### src/rtl/spi_hs_pkg.sv
package spi_hs_pkg;
  typedef enum logic [0:0] {
    ST_IDLE  = 1'b0,
    ST_SHIFT = 1'b1
  } spi_state_e;
endpackage

### src/rtl/spi_hs_sync.sv
module spi_hs_sync #(
  parameter int STAGES = 2,
  parameter logic RST_VAL = 1'b1
) (
  input  logic clk,
  input  logic rst,
  input  logic d,
  output logic q
);
  logic [STAGES-1:0] chain;

  always_ff @(posedge clk) begin
    if (rst) chain <= {STAGES{RST_VAL}};
    else     chain <= {chain[STAGES-2:0], d};
  end

  assign q = chain[STAGES-1];
endmodule

### src/rtl/spi_hs_baud.sv
module spi_hs_baud #(
  parameter int DIV_W = 8
) (
  input  logic             clk,
  input  logic             rst,
  input  logic             run,
  input  logic [DIV_W-1:0] div,
  output logic             tick
);
  logic [DIV_W-1:0] cnt;

  assign tick = run && (cnt == div);

  always_ff @(posedge clk) begin
    if (rst || !run) cnt <= '0;
    else if (tick)   cnt <= '0;
    else             cnt <= cnt + 1'b1;
  end
endmodule

### src/rtl/spi_hs_shift.sv
module spi_hs_shift #(
  parameter int WORD  = 16,
  parameter int LEN_W = 5
) (
  input  logic             clk,
  input  logic             rst,
  input  logic             load,
  input  logic [WORD-1:0]  load_data,
  input  logic             lsb_first,
  input  logic [LEN_W-1:0] len,
  input  logic             shift_out,
  input  logic             sample_in,
  input  logic             miso,
  output logic             mosi_bit,
  output logic [WORD-1:0]  rx_word
);
  logic [WORD-1:0] tx_sr;
  logic [WORD-1:0] rx_sr;
  logic [WORD-1:0] rx_nx;
  logic [LEN_W:0]  pad;

  assign pad = (LEN_W+1)'(WORD) - {1'b0, len};

  always_comb begin
    rx_nx = rx_sr;
    if (sample_in) begin
      if (lsb_first) rx_nx = {miso, rx_sr[WORD-1:1]};
      else           rx_nx = {rx_sr[WORD-2:0], miso};
    end
  end

  assign rx_word  = lsb_first ? (rx_nx >> pad) : rx_nx;
  assign mosi_bit = lsb_first ? tx_sr[0] : tx_sr[WORD-1];

  always_ff @(posedge clk) begin
    if (rst) begin
      tx_sr <= '0;
      rx_sr <= '0;
    end else if (load) begin
      tx_sr <= lsb_first ? load_data : (load_data << pad);
      rx_sr <= '0;
    end else begin
      if (shift_out) tx_sr <= lsb_first ? (tx_sr >> 1) : (tx_sr << 1);
      rx_sr <= rx_nx;
    end
  end
endmodule

### src/rtl/spi_hs_master.sv
module spi_hs_master
  import spi_hs_pkg::*;
#(
  parameter int WORD  = 16,
  parameter int DIV_W = 8,
  parameter int SYNC  = 2,
  parameter int LEN_W = $clog2(WORD + 1)
) (
  input  logic             clk,
  input  logic             rst,
  input  logic             cfg_cpol,
  input  logic             cfg_cpha,
  input  logic             cfg_lsb_first,
  input  logic             cfg_hs_en,
  input  logic             cfg_cs_en,
  input  logic [DIV_W-1:0] cfg_div,
  input  logic [LEN_W-1:0] cfg_len,
  input  logic             wr_en,
  input  logic [WORD-1:0]  wr_data,
  input  logic             rd_en,
  output logic [WORD-1:0]  rx_data,
  output logic             rx_full,
  output logic             done,
  output logic             busy,
  output logic             tx_held,
  output logic             sclk,
  output logic             mosi,
  input  logic             miso,
  output logic             cs_n,
  input  logic             rdy_n
);
  localparam int ECNT_W = LEN_W + 1;

  spi_state_e       state;
  logic             pend_valid;
  logic [WORD-1:0]  pend_data;
  logic             cpha_l, lsb_l;
  logic [DIV_W-1:0] div_l;
  logic [LEN_W-1:0] len_l;
  logic [ECNT_W-1:0] edge_cnt;
  logic             sclk_r, cs_n_r, busy_r, done_r, rx_full_r;
  logic [WORD-1:0]  rx_data_r;

  logic             rdy_n_s;
  logic [LEN_W-1:0] len_eff;
  logic             start, tick, leading, last_edge;
  logic             do_sample, do_shift;
  logic             shf_lsb;
  logic [LEN_W-1:0] shf_len;
  logic [WORD-1:0]  rx_word;
  logic             mosi_bit;

  spi_hs_sync #(.STAGES(SYNC), .RST_VAL(1'b1)) u_rdy_sync (
    .clk(clk), .rst(rst), .d(rdy_n), .q(rdy_n_s)
  );

  always_comb begin
    if (cfg_len < LEN_W'(2))         len_eff = LEN_W'(2);
    else if (cfg_len > LEN_W'(WORD)) len_eff = LEN_W'(WORD);
    else                             len_eff = cfg_len;
  end

  assign start     = (state == ST_IDLE) && pend_valid && (!cfg_hs_en || !rdy_n_s);
  assign leading   = ~edge_cnt[0];
  assign last_edge = (edge_cnt == ({1'b0, len_l} << 1) - ECNT_W'(1));
  assign do_sample = tick && (cpha_l ? !leading : leading);
  assign do_shift  = tick && (cpha_l ? (leading && edge_cnt != '0) : !leading);
  assign shf_lsb   = (state == ST_IDLE) ? cfg_lsb_first : lsb_l;
  assign shf_len   = (state == ST_IDLE) ? len_eff : len_l;

  spi_hs_baud #(.DIV_W(DIV_W)) u_baud (
    .clk(clk), .rst(rst), .run(state == ST_SHIFT), .div(div_l), .tick(tick)
  );

  spi_hs_shift #(.WORD(WORD), .LEN_W(LEN_W)) u_shift (
    .clk(clk), .rst(rst), .load(start), .load_data(pend_data),
    .lsb_first(shf_lsb), .len(shf_len), .shift_out(do_shift),
    .sample_in(do_sample), .miso(miso), .mosi_bit(mosi_bit), .rx_word(rx_word)
  );

  // holding slot: a fresh write wins over the slot being consumed
  always_ff @(posedge clk) begin
    if (rst) begin
      pend_valid <= 1'b0;
      pend_data  <= '0;
    end else if (wr_en) begin
      pend_valid <= 1'b1;
      pend_data  <= wr_data;
    end else if (start) begin
      pend_valid <= 1'b0;
    end
  end

  always_ff @(posedge clk) begin
    if (rst) begin
      state     <= ST_IDLE;
      cpha_l    <= 1'b0;
      lsb_l     <= 1'b0;
      div_l     <= '0;
      len_l     <= LEN_W'(2);
      edge_cnt  <= '0;
      sclk_r    <= cfg_cpol;
      cs_n_r    <= 1'b1;
      busy_r    <= 1'b0;
      done_r    <= 1'b0;
      rx_full_r <= 1'b0;
      rx_data_r <= '0;
    end else begin
      done_r <= 1'b0;
      if (rd_en) rx_full_r <= 1'b0;
      case (state)
        ST_IDLE: begin
          sclk_r <= cfg_cpol;
          cs_n_r <= 1'b1;
          if (start) begin
            state    <= ST_SHIFT;
            cpha_l   <= cfg_cpha;
            lsb_l    <= cfg_lsb_first;
            div_l    <= cfg_div;
            len_l    <= len_eff;
            edge_cnt <= '0;
            busy_r   <= 1'b1;
            cs_n_r   <= !cfg_cs_en;
          end
        end
        ST_SHIFT: begin
          if (tick) begin
            sclk_r   <= ~sclk_r;
            edge_cnt <= edge_cnt + 1'b1;
            if (last_edge) begin
              state     <= ST_IDLE;
              busy_r    <= 1'b0;
              cs_n_r    <= 1'b1;
              done_r    <= 1'b1;
              rx_full_r <= 1'b1;
              rx_data_r <= rx_word;
            end
          end
        end
        default: state <= ST_IDLE;
      endcase
    end
  end

  assign sclk    = sclk_r;
  assign cs_n    = cs_n_r;
  assign busy    = busy_r;
  assign done    = done_r;
  assign rx_full = rx_full_r;
  assign rx_data = rx_data_r;
  assign tx_held = pend_valid;
  assign mosi    = mosi_bit;
endmodule

### config.mk
export PLATFORM = sky130hd
export DESIGN_NAME = spi_hs_master
export DESIGN_NICKNAME = d
export VERILOG_FILES = /design/src/rtl/spi_hs_pkg.sv /design/src/rtl/spi_hs_sync.sv /design/src/rtl/spi_hs_baud.sv /design/src/rtl/spi_hs_shift.sv /design/src/rtl/spi_hs_master.sv
export SDC_FILE = /design/constraint.sdc
export NUM_CORES = 1
export LEC_CHECK = 0
export BUFFER_PORTS_ARGS = -buffer_cell sky130_fd_sc_hd__buf_2
export CAP_MARGIN = 10
export CORE_MARGIN = 5
export CORE_UTILIZATION = 55
export CTS_BUF_LIST = sky130_fd_sc_hd__clkbuf_8 sky130_fd_sc_hd__clkbuf_16
export CTS_CLUSTER_DIAMETER = 60
export CTS_CLUSTER_SIZE = 16
export DETAILED_ROUTE_END_ITERATION = 7
export MAX_ROUTING_LAYER = met4
export PLACE_DENSITY = 0.75
export SYNTH_ARGS = -nofsm -noshare
export SYNTH_HDL_FRONTEND = slang
export SYNTH_SLANG_ARGS = --single-unit
### constraint.sdc
create_clock -name clk -period 4.2 [get_ports clk]
set_input_delay 0.63 -clock clk [delete_from_list [all_inputs] [get_ports clk]]
set_output_delay 0.63 -clock clk [all_outputs]
set_load 0.01 [all_outputs]
==> results of run 1 <==
flip-flops by register name, summed over array words and instances (netlist names):
name	count
rx_full	1
done	1
div_l	8
state	1
cpha_l	1
rx_data	16
sclk	1
u_baud.cnt	8
edge_cnt	6
u_shift.tx_sr	16
lsb_l	1
cs_n	1
len_l	5
tx_held	1
pend_data	16
u_rdy_sync.chain	2
u_shift.rx_sr	16
busy	1
worst max-delay path by stage:
stage,from,endpoint,slack [ps],cells past startpoint
floorplan,cfg_len[4],rx_data[1]$_SDFFE_PP0P_,380,17
global placement,cfg_len[4],rx_data[1]$_SDFFE_PP0P_,570,13
detailed placement,cfg_len[4],u_shift.tx_sr[2]$_SDFFE_PP0P_,430,12
CTS,state$_SDFF_PP0_,u_shift.tx_sr[8]$_SDFFE_PP0P_,530,9
global route,state$_SDFF_PP0_,u_shift.tx_sr[2]$_SDFFE_PP0P_,190,9
finish,state$_SDFF_PP0_,u_shift.tx_sr[8]$_SDFFE_PP0P_,390,9
kinds of logic after synthesis:
| group | Yosys count |
|---|---|
| AO/OA/AOI/OAI | 156 |
| buffers and inverters | 69 |
| multiplexers | 107 |
| flip-flops | 102 |
| AND/OR/NAND/NOR | 327 |
| adder cells (fa/ha/maj) | 5 |
| XOR/XNOR | 28 |
metal layers:
metal / vias to the layer above / track usage / part of all wire
met5: - / - / 0
met4: 0 / 0.0659 / 0.014
met3: 23 / 0.0634 / 0.076
met2: 251 / 0.400 / 0.46
met1: 2870 / 0.349 / 0.45
li1: 2863 / - / -
worst max-delay path: cells and delay by family, from the launching register on:
| kind | cells | cell delay [ps] |
|---|---|---|
| DFF | 1 | 860 |
| and+or+nand+nor | 4 | 1170 |
| AOI/OAI and AO/OA | 4 | 1260 |
| adders and majority gates | 1 | 360 |
stage by stage:
step                setup WS [ps]  power (mW)  area (µm²)
floorplan                     381        1.41        6370
global placement              575        1.53        6760
detailed placement            434        1.54        6760
CTS                           528        2.39        7070
global route                  191        2.50        7070
finish                        393        2.38        7070
report_power, final:
group / leakage [nW] / total [mW] / internal [mW] / switching, mW
sequential: 0.832 / 1.04 / 1.00 / 0.0379
combinational: 1.71 / 0.490 / 0.180 / 0.310
clock: 0.154 / 0.850 / 0.489 / 0.361
total: 2.70 / 2.38 / 1.67 / 0.709
area by class of cell:
type | count | area, µm²
clock buffer | 11 | 253
clock inverter | 5 | 50.0
inverter | 11 | 46.3
timing repair buffer | 81 | 453
sequential | 102 | 2050
fill | 1043 | 4300
multi-input combinational | 623 | 4030
tap | 143 | 179
placed cells by master (no fill, tap or decap), types with 19 or more instances in the layout:
cell	count
mux2i_1	79
o21ai_0	19
nor2_1	92
nand2_1	150
nand3_1	22
nor3_1	27
buf_4	19
dfxtp_1	101
buf_2	62
a21oi_1	55
a211oi_1	21
==> impl_metrics.ini, run 1 <==
[pwr]
powerDensity_nw_per_um2 = 337
cellLeakagePower_nw = 2.70
ir_drop_uv = 340

[floorplan]
rows = 39
io-pin-count = 63
core_um2 = 11400
die_width_um = 118
dieArea_um2 = 13800
die_y_um = 118
start_util = 0.560

[logic_synthesis]
yosysSeqAreaShare = 0.322
synthAdderAreaFrac = 0.00983
synth.mux.area_fraction = 0.199
synth-main-ff-cell = dfxtp_1
yosys-top-cells-area = dfxtp_1 32%, mux2i_1 12%, nand2_1 8.8%
synth_xor_area_frac = 0.0397
synth_seq_cells = 102
avgSynthCellArea_um2 = 8.02
synth.distinct_cells = 67
async_reset_ff_frac = 0
synth_fp_nets = 839
ys_top_cells_by_count = 150 x nand2_1, 101 x dfxtp_1, 92 x nor2_1, 79 x mux2i_1, 55 x a21oi_1
synth_top_area_share = 0.318
syn_inst = 794
synthMostInstantiatedCell = nand2_1
yosysTopAreaCell = dfxtp_1
synth_top_family_by_area = simple AND/OR/NAND/NOR gates
synth_compound_area_frac = 0.160
syn_area_um2 = 6370
synth_enable_flop_cells = 1
synthSimpleGateAreaFrac = 0.223
ys_warn_count = 0

[clock_tree]
cts.clk_slew.worst_paths_ps = 60
cts_tree = yes
worstSkewPairLatency_ps = 350
cts_resized = 0
cts_setup_buffers = 0
cts_buffers = 9
ctsHoldBuffers = 0
cts_max_level = 3
clkSinkCount = 102
clk_path_buf_depth = 2
cts-root-buf = clkbuf_16

[critical_path]
worstPathCellList = o31a_1 -> ha_1 -> or4b_1 -> a21oi_1 -> a211oi_1 -> nand2_1 -> nor2_1 -> a2111oi_0 -> nor3_1
r2r_end = u_shift.tx_sr[8]$_SDFFE_PP0P_
crit_required_ps = 4420
reg2reg_depth = 9
slowest_delay_ps = 860
slowest_stage = dfxtp_1
critPathArrivalTime_ps = 4030
startpoint_type = flip-flop
worstSetupEndpointType = flip-flop
worstSetupPathType = reg2reg
reg2reg_setup_slack_ps = 390
critPathMaxFanout = 19
r2r_start = state$_SDFF_PP0_

[global_routing]
grt_pass1_vias = 5846
grt_max_degree = 45
track_usage = 0.261
grt-ovfl-total = 0
antenna_found_initial = 0
grt_pass1_wl_um = 29500

[sta]
setup_violations = 0
tns_ps = 0
rsz0062_at_grt = false
drv_slew = 0
tightest_slew_ps = 906
clock-skew-final_ps = 3.62
fin_crit_sh = 0.907
max_freq_mhz = 263
hold_slack_ps = 408
relSlewSlack = 0.396
fin_crit_ps = 3810
finalHoldViolCount = 0

[outcome]
status = finished clean

[hold_path]
hold_path_startpoint = u_rdy_sync.chain[0]$_SDFF_PP1_
holdPathEnd = u_rdy_sync.chain[1]$_SDFF_PP1_
min_path_type = reg2reg
hold_depth = 1

[job]
maxCapViolations = 0

[final_layout]
syn_to_final_growth_pct = 11.0
instances_no_fill = 976
drive_gt1_frac = 0.176
diodes = 0
final_nets = 873
fin_util = 0.622

[drt]
drc = 0
via_per_inst = 6.15
ant_nets = 0
vias = 6007
drt_iter0_drc = 608
wl_um = 17500
drtPass1Iterations = 6
detail_route.wl_per_cell_um = 17.9

[placed_design]
port_buffers = 62
place.gp.congestion = 0.972
dpl.hpwl_um = 12500
place_inst = 960
No activity file was read; power rests on OpenSTA's default activity.
==> run 2: changes to the inputs <==
--- a/config.mk
+++ b/config.mk
@@ -14,7 +14,7 @@
 export CTS_CLUSTER_SIZE = 16
 export DETAILED_ROUTE_END_ITERATION = 7
 export MAX_ROUTING_LAYER = met4
-export PLACE_DENSITY = 0.75
+export PLACE_DENSITY = 0.86
 export SYNTH_ARGS = -nofsm -noshare
 export SYNTH_HDL_FRONTEND = slang
 export SYNTH_SLANG_ARGS = --single-unit
==> run 2 against run 1 <==
Combinational power fell by 1%. Core utilization is 0.066 points higher. Design area rose by 0.11%. Die area unchanged. Clock-buffer cell count fell by 1. First-iteration DRC count down 12%. Routed wire length shrank 3.7%. Critical path type unchanged.
==> impl_metrics.ini, run 2 (synthesized netlist as in run 1, its figures left out) <==
[job]
maxCapViolations = 0

[sta]
max_freq_mhz = 270
setup_violations = 0
rsz0062_at_grt = false
tns_ps = 0
drv_slew = 0
relSlewSlack = 0.430
fin_crit_sh = 0.883
tightest_slew_ps = 855
finalHoldViolCount = 0
clock-skew-final_ps = 9.72
fin_crit_ps = 3710

[floorplan]
io-pin-count = 63
die_y_um = 118
rows = 39
die_width_um = 118
start_util = 0.560
dieArea_um2 = 13800
core_um2 = 11400

[global_routing]
track_usage = 0.245
grt_pass1_vias = 5465
grt_max_degree = 62
grt-ovfl-total = 0
grt_pass1_wl_um = 27700
antenna_found_initial = 1

[clock_tree]
cts_setup_buffers = 0
clkSinkCount = 102
cts_max_level = 3
clk_path_buf_depth = 2
worstSkewPairLatency_ps = 360
cts_buffers = 9
cts_resized = 0
cts.clk_slew.worst_paths_ps = 70
cts-root-buf = clkbuf_16
ctsHoldBuffers = 0
cts_tree = yes

[final_layout]
fin_util = 0.622
final_nets = 872
final_common_cell = nand2_1
final_cell_mix = 150 x nand2_1, 101 x dfxtp_1, 92 x nor2_1
syn_to_final_growth_pct = 11.1
drive_gt1_frac = 0.177

[critical_path]
crit_path_start = state$_SDFF_PP0_
crit_required_ps = 4490
worstSetupPathType = reg2reg
startpoint_type = flip-flop
worstSetupEndpointType = flip-flop
critPathMaxFanout = 19
critPathArrivalTime_ps = 4000
r2r_start = state$_SDFF_PP0_

[pwr]
powerDensity_nw_per_um2 = 339
cellLeakagePower_nw = 2.69
ir_drop_uv = 259

[placed_design]
place.gp.congestion = 1.01
dpl.hpwl_um = 11800
port_buffers = 62

[drt]
vias = 5999
drc = 0
via_per_inst = 6.15
drtPass1Iterations = 5
wl_um = 16800
drt_iter0_drc = 537
detail_route.wl_per_cell_um = 17.2
ant_nets = 0

[hold_path]
min_path_type = reg2reg
hold_path_startpoint = u_rdy_sync.chain[0]$_SDFF_PP1_

[outcome]
status = finished clean
[run 2: changes by cell type in the layout (fill, tap and decap cells not counted), sizes merged]
cell and delta:
buf -1, diode +1, inv +1, clkbuf -1
[run 2: metrics by stage]
stage	power, mW	instances	area [µm²]	hold WS (ps)	worst slack [ps]
floorplan	1.41	794	6370	389	381
global placement	1.52	959	6770	395	623
detailed placement	1.53	959	6770	415	504
CTS	2.39	975	7070	435	565
global route	2.48	976	7070	449	85.5
finish	2.40	976	7070	433	492
[run 2: critical path: stages (launching register included)]
cell and delay, ps:
dfxtp_1 830, o31a_1 380, ha_1 330, nor3b_1 300, xor2_1 140, a211oi_1 560
nand2_1 420, o41ai_1 410, nand2_1 90, a21oi_1 160
[run 2: final timing paths]
path                               endpoint  slack [ps]  depth (start not counted)
max           u_shift.tx_sr[2]$_SDFFE_PP0P_         490                          9
min          u_rdy_sync.chain[1]$_SDFF_PP1_         430                          1
max reg2reg   u_shift.tx_sr[2]$_SDFFE_PP0P_         490                          9
min reg2reg  u_rdy_sync.chain[1]$_SDFF_PP1_         430                          1
[run 2: power by group]
| group | switching, mW | internal [mW] |
|---|---|---|
| Sequential | 0.0389 | 1.00 |
| Combinational | 0.303 | 0.181 |
| Clock | 0.391 | 0.482 |
| Total | 0.733 | 1.66 |
[run 2: layout make-up]
type / instances / area [µm²]
Multi-Input combinational cell: 623 / 4040
Clock buffer: 10 / 239
Tap cell: 143 / 179
Clock inverter: 6 / 67.6
Inverter: 11 / 46.3
Fill cell: 944 / 4300
Timing Repair Buffer: 80 / 445
Sequential cell: 102 / 2050
Antenna cell: 1 / 2.50
[run 2: metal layers]
layer / up-vias / GRT usage / wire length [µm]
met1: 2798 / 0.329 / 7390
li1: 2887 / - / -
met5: - / - / 0
met3: 36 / 0.0457 / 1380
met4: 0 / 0.100 / 377
met2: 278 / 0.365 / 7670
==> run 3: changes to the inputs <==
--- a/config.mk
+++ b/config.mk
@@ -9,7 +9,7 @@
 export CAP_MARGIN = 10
 export CORE_MARGIN = 5
 export CORE_UTILIZATION = 55
-export CTS_BUF_LIST = sky130_fd_sc_hd__clkbuf_8 sky130_fd_sc_hd__clkbuf_16
+export CTS_BUF_LIST = sky130_fd_sc_hd__clkbuf_8
 export CTS_CLUSTER_DIAMETER = 60
 export CTS_CLUSTER_SIZE = 16
 export DETAILED_ROUTE_END_ITERATION = 7
==> run 3 against run 2 <==
Cell count is 0.10% lower. Worst setup slack improved by 5.1 ps. Clock power fell by 24%. Sequential share of layout area up 0.43 points. Core utilization down 0.91 points. Highest routed layer unchanged.
==> impl_metrics.ini, run 3 (synthesized netlist as in run 1, its figures left out) <==
[placed_design]
port_buffers = 62
pre_cts_ws_ps = 504
place.gp.congestion = 1.01
place_inst = 959
dpl.hpwl_um = 11800

[critical_path]
r2r_start = state$_SDFF_PP0_
worstPathCellList = o31a_1 -> ha_1 -> nor3b_1 -> xor2_1 -> a211oi_1 -> nand2_1 -> o41ai_1 -> nand2_1 -> a21oi_1
reg2reg_depth = 9
worstSetupEndpointType = flip-flop
critPathMaxFanout = 19
reg2reg_setup_slack_ps = 500
critical_path.top_delay_family = compound AO/OA/AOI/OAI gates
slowest_delay_ps = 840
crit_top_cell = nand2_1
r2r_end = u_shift.tx_sr[2]$_SDFFE_PP0P_
critPathArrivalTime_ps = 4030
path_buf_inv = 0
startpoint_type = flip-flop
worstSetupPathType = reg2reg
crit_required_ps = 4530
slowest_stage = dfxtp_1

[clock_tree]
clkSinkCount = 102
cts.clk_slew.worst_paths_ps = 110
cts-root-buf = clkbuf_8
cts_resized = 0
cts_buffers = 9
clk_path_buf_depth = 2
cts_tree = yes
cts_max_level = 3
worstSkewPairLatency_ps = 410
cts_setup_buffers = 0
ctsHoldBuffers = 0

[global_routing]
grt_pass1_wl_um = 27700
grt-ovfl-total = 0
track_usage = 0.246
grt_max_degree = 62
grt_pass1_vias = 5482
antenna_found_initial = 0

[drt]
drtPass1Iterations = 6
drc = 0
ant_nets = 0
drt_iter0_drc = 563
wl_um = 16800
vias = 5977
via_per_inst = 6.13
detail_route.wl_per_cell_um = 17.2

[final_layout]
instances_no_fill = 975
final_nets = 872
fin_util = 0.613
syn_to_final_growth_pct = 9.47
drive_gt1_frac = 0.177
final_cell_mix = 150 x nand2_1, 101 x dfxtp_1, 92 x nor2_1
diodes = 0
final_common_cell = nand2_1

[floorplan]
dieArea_um2 = 13800
rows = 39
start_util = 0.560
die_width_um = 118
io-pin-count = 63
core_um2 = 11400
die_y_um = 118

[sta]
fin_crit_sh = 0.882
finalHoldViolCount = 0
fin_crit_ps = 3700
drv_slew = 0
clock-skew-final_ps = 21.1
max_freq_mhz = 270
rsz0062_at_grt = false
layout_setup_ws_ps = 497
tightest_slew_ps = 851
tns_ps = 0
relSlewSlack = 0.432
hold_slack_ps = 411
setup_violations = 0

[hold_path]
min_path_type = in2reg
hold_depth = 2
holdPathEnd = u_rdy_sync.chain[0]$_SDFF_PP1_
hold_path_startpoint = rdy_n

[outcome]
status = finished clean

[pwr]
ir_drop_uv = 249
cellLeakagePower_nw = 2.65
powerDensity_nw_per_um2 = 313

[job]
maxCapViolations = 0
run 3: changes by cell type in the layout (fill, tap and decap cells not counted):
| cell | previous run | this run |
|---|---|---|
| clkbuf_16 | 9 | 0 |
| clkbuf_8 | 1 | 10 |
| diode_2 | 1 | 0 |
run 3: worst max-delay path by stage:
| stage | from | cells past startpoint | to | slack [ps] |
|---|---|---|---|---|
| final | state$_SDFF_PP0_ | 9 | u_shift.tx_sr[2]$_SDFFE_PP0P_ | 500 |
| after global routing | state$_SDFF_PP0_ | 9 | u_shift.tx_sr[2]$_SDFFE_PP0P_ | 90 |
| after CTS | state$_SDFF_PP0_ | 9 | u_shift.tx_sr[2]$_SDFFE_PP0P_ | 560 |
| after detailed placement | cfg_len[4] | 12 | u_shift.tx_sr[2]$_SDFFE_PP0P_ | 500 |
| after global placement | cfg_len[4] | 12 | u_shift.tx_sr[2]$_SDFFE_PP0P_ | 620 |
| after floorplan | cfg_len[4] | 17 | rx_data[1]$_SDFFE_PP0P_ | 380 |
run 3: layer usage:
metal,vias to the layer above,GRT usage,wire [µm]
met5,-,-,0
met3,38,0.0481,1460
li1,2876,-,-
met4,0,0.0968,386
met2,279,0.371,7700
met1,2784,0.327,7210
run 3: worst reg2reg max path, delay by kind of cell (launching register included):
family,cells,cell delay [ps]
adders and majority gates,1,320
xor gates and xnor gates,1,140
AOI/OAI and AO/OA,4,1520
DFF,1,840
and+or+nand+nor,3,810
run 3: final cells by class:
class / instances / area (µm²)
Fill cell: 953 / 4400
Sequential cell: 102 / 2050
Timing Repair Buffer: 80 / 445
Clock buffer: 10 / 138
Inverter: 11 / 46.3
Multi-Input combinational cell: 623 / 4040
Tap cell: 143 / 179
Clock inverter: 6 / 67.6
run 3: through the flow:
step	power (mW)	area, µm²
2_1_floorplan	1.41	6370
3_3_place_gp	1.52	6770
3_5_place_dp	1.53	6770
4_1_cts	2.18	6970
5_1_grt	2.28	6970
6_report	2.18	6970
run 3: report_power, final:
| part | total (mW) | switching [mW] | internal (mW) |
|---|---|---|---|
| combinational | 0.484 | 0.303 | 0.181 |
| clock | 0.661 | 0.366 | 0.295 |
| sequential | 1.04 | 0.0387 | 1.00 |
| total | 2.18 | 0.708 | 1.48 |
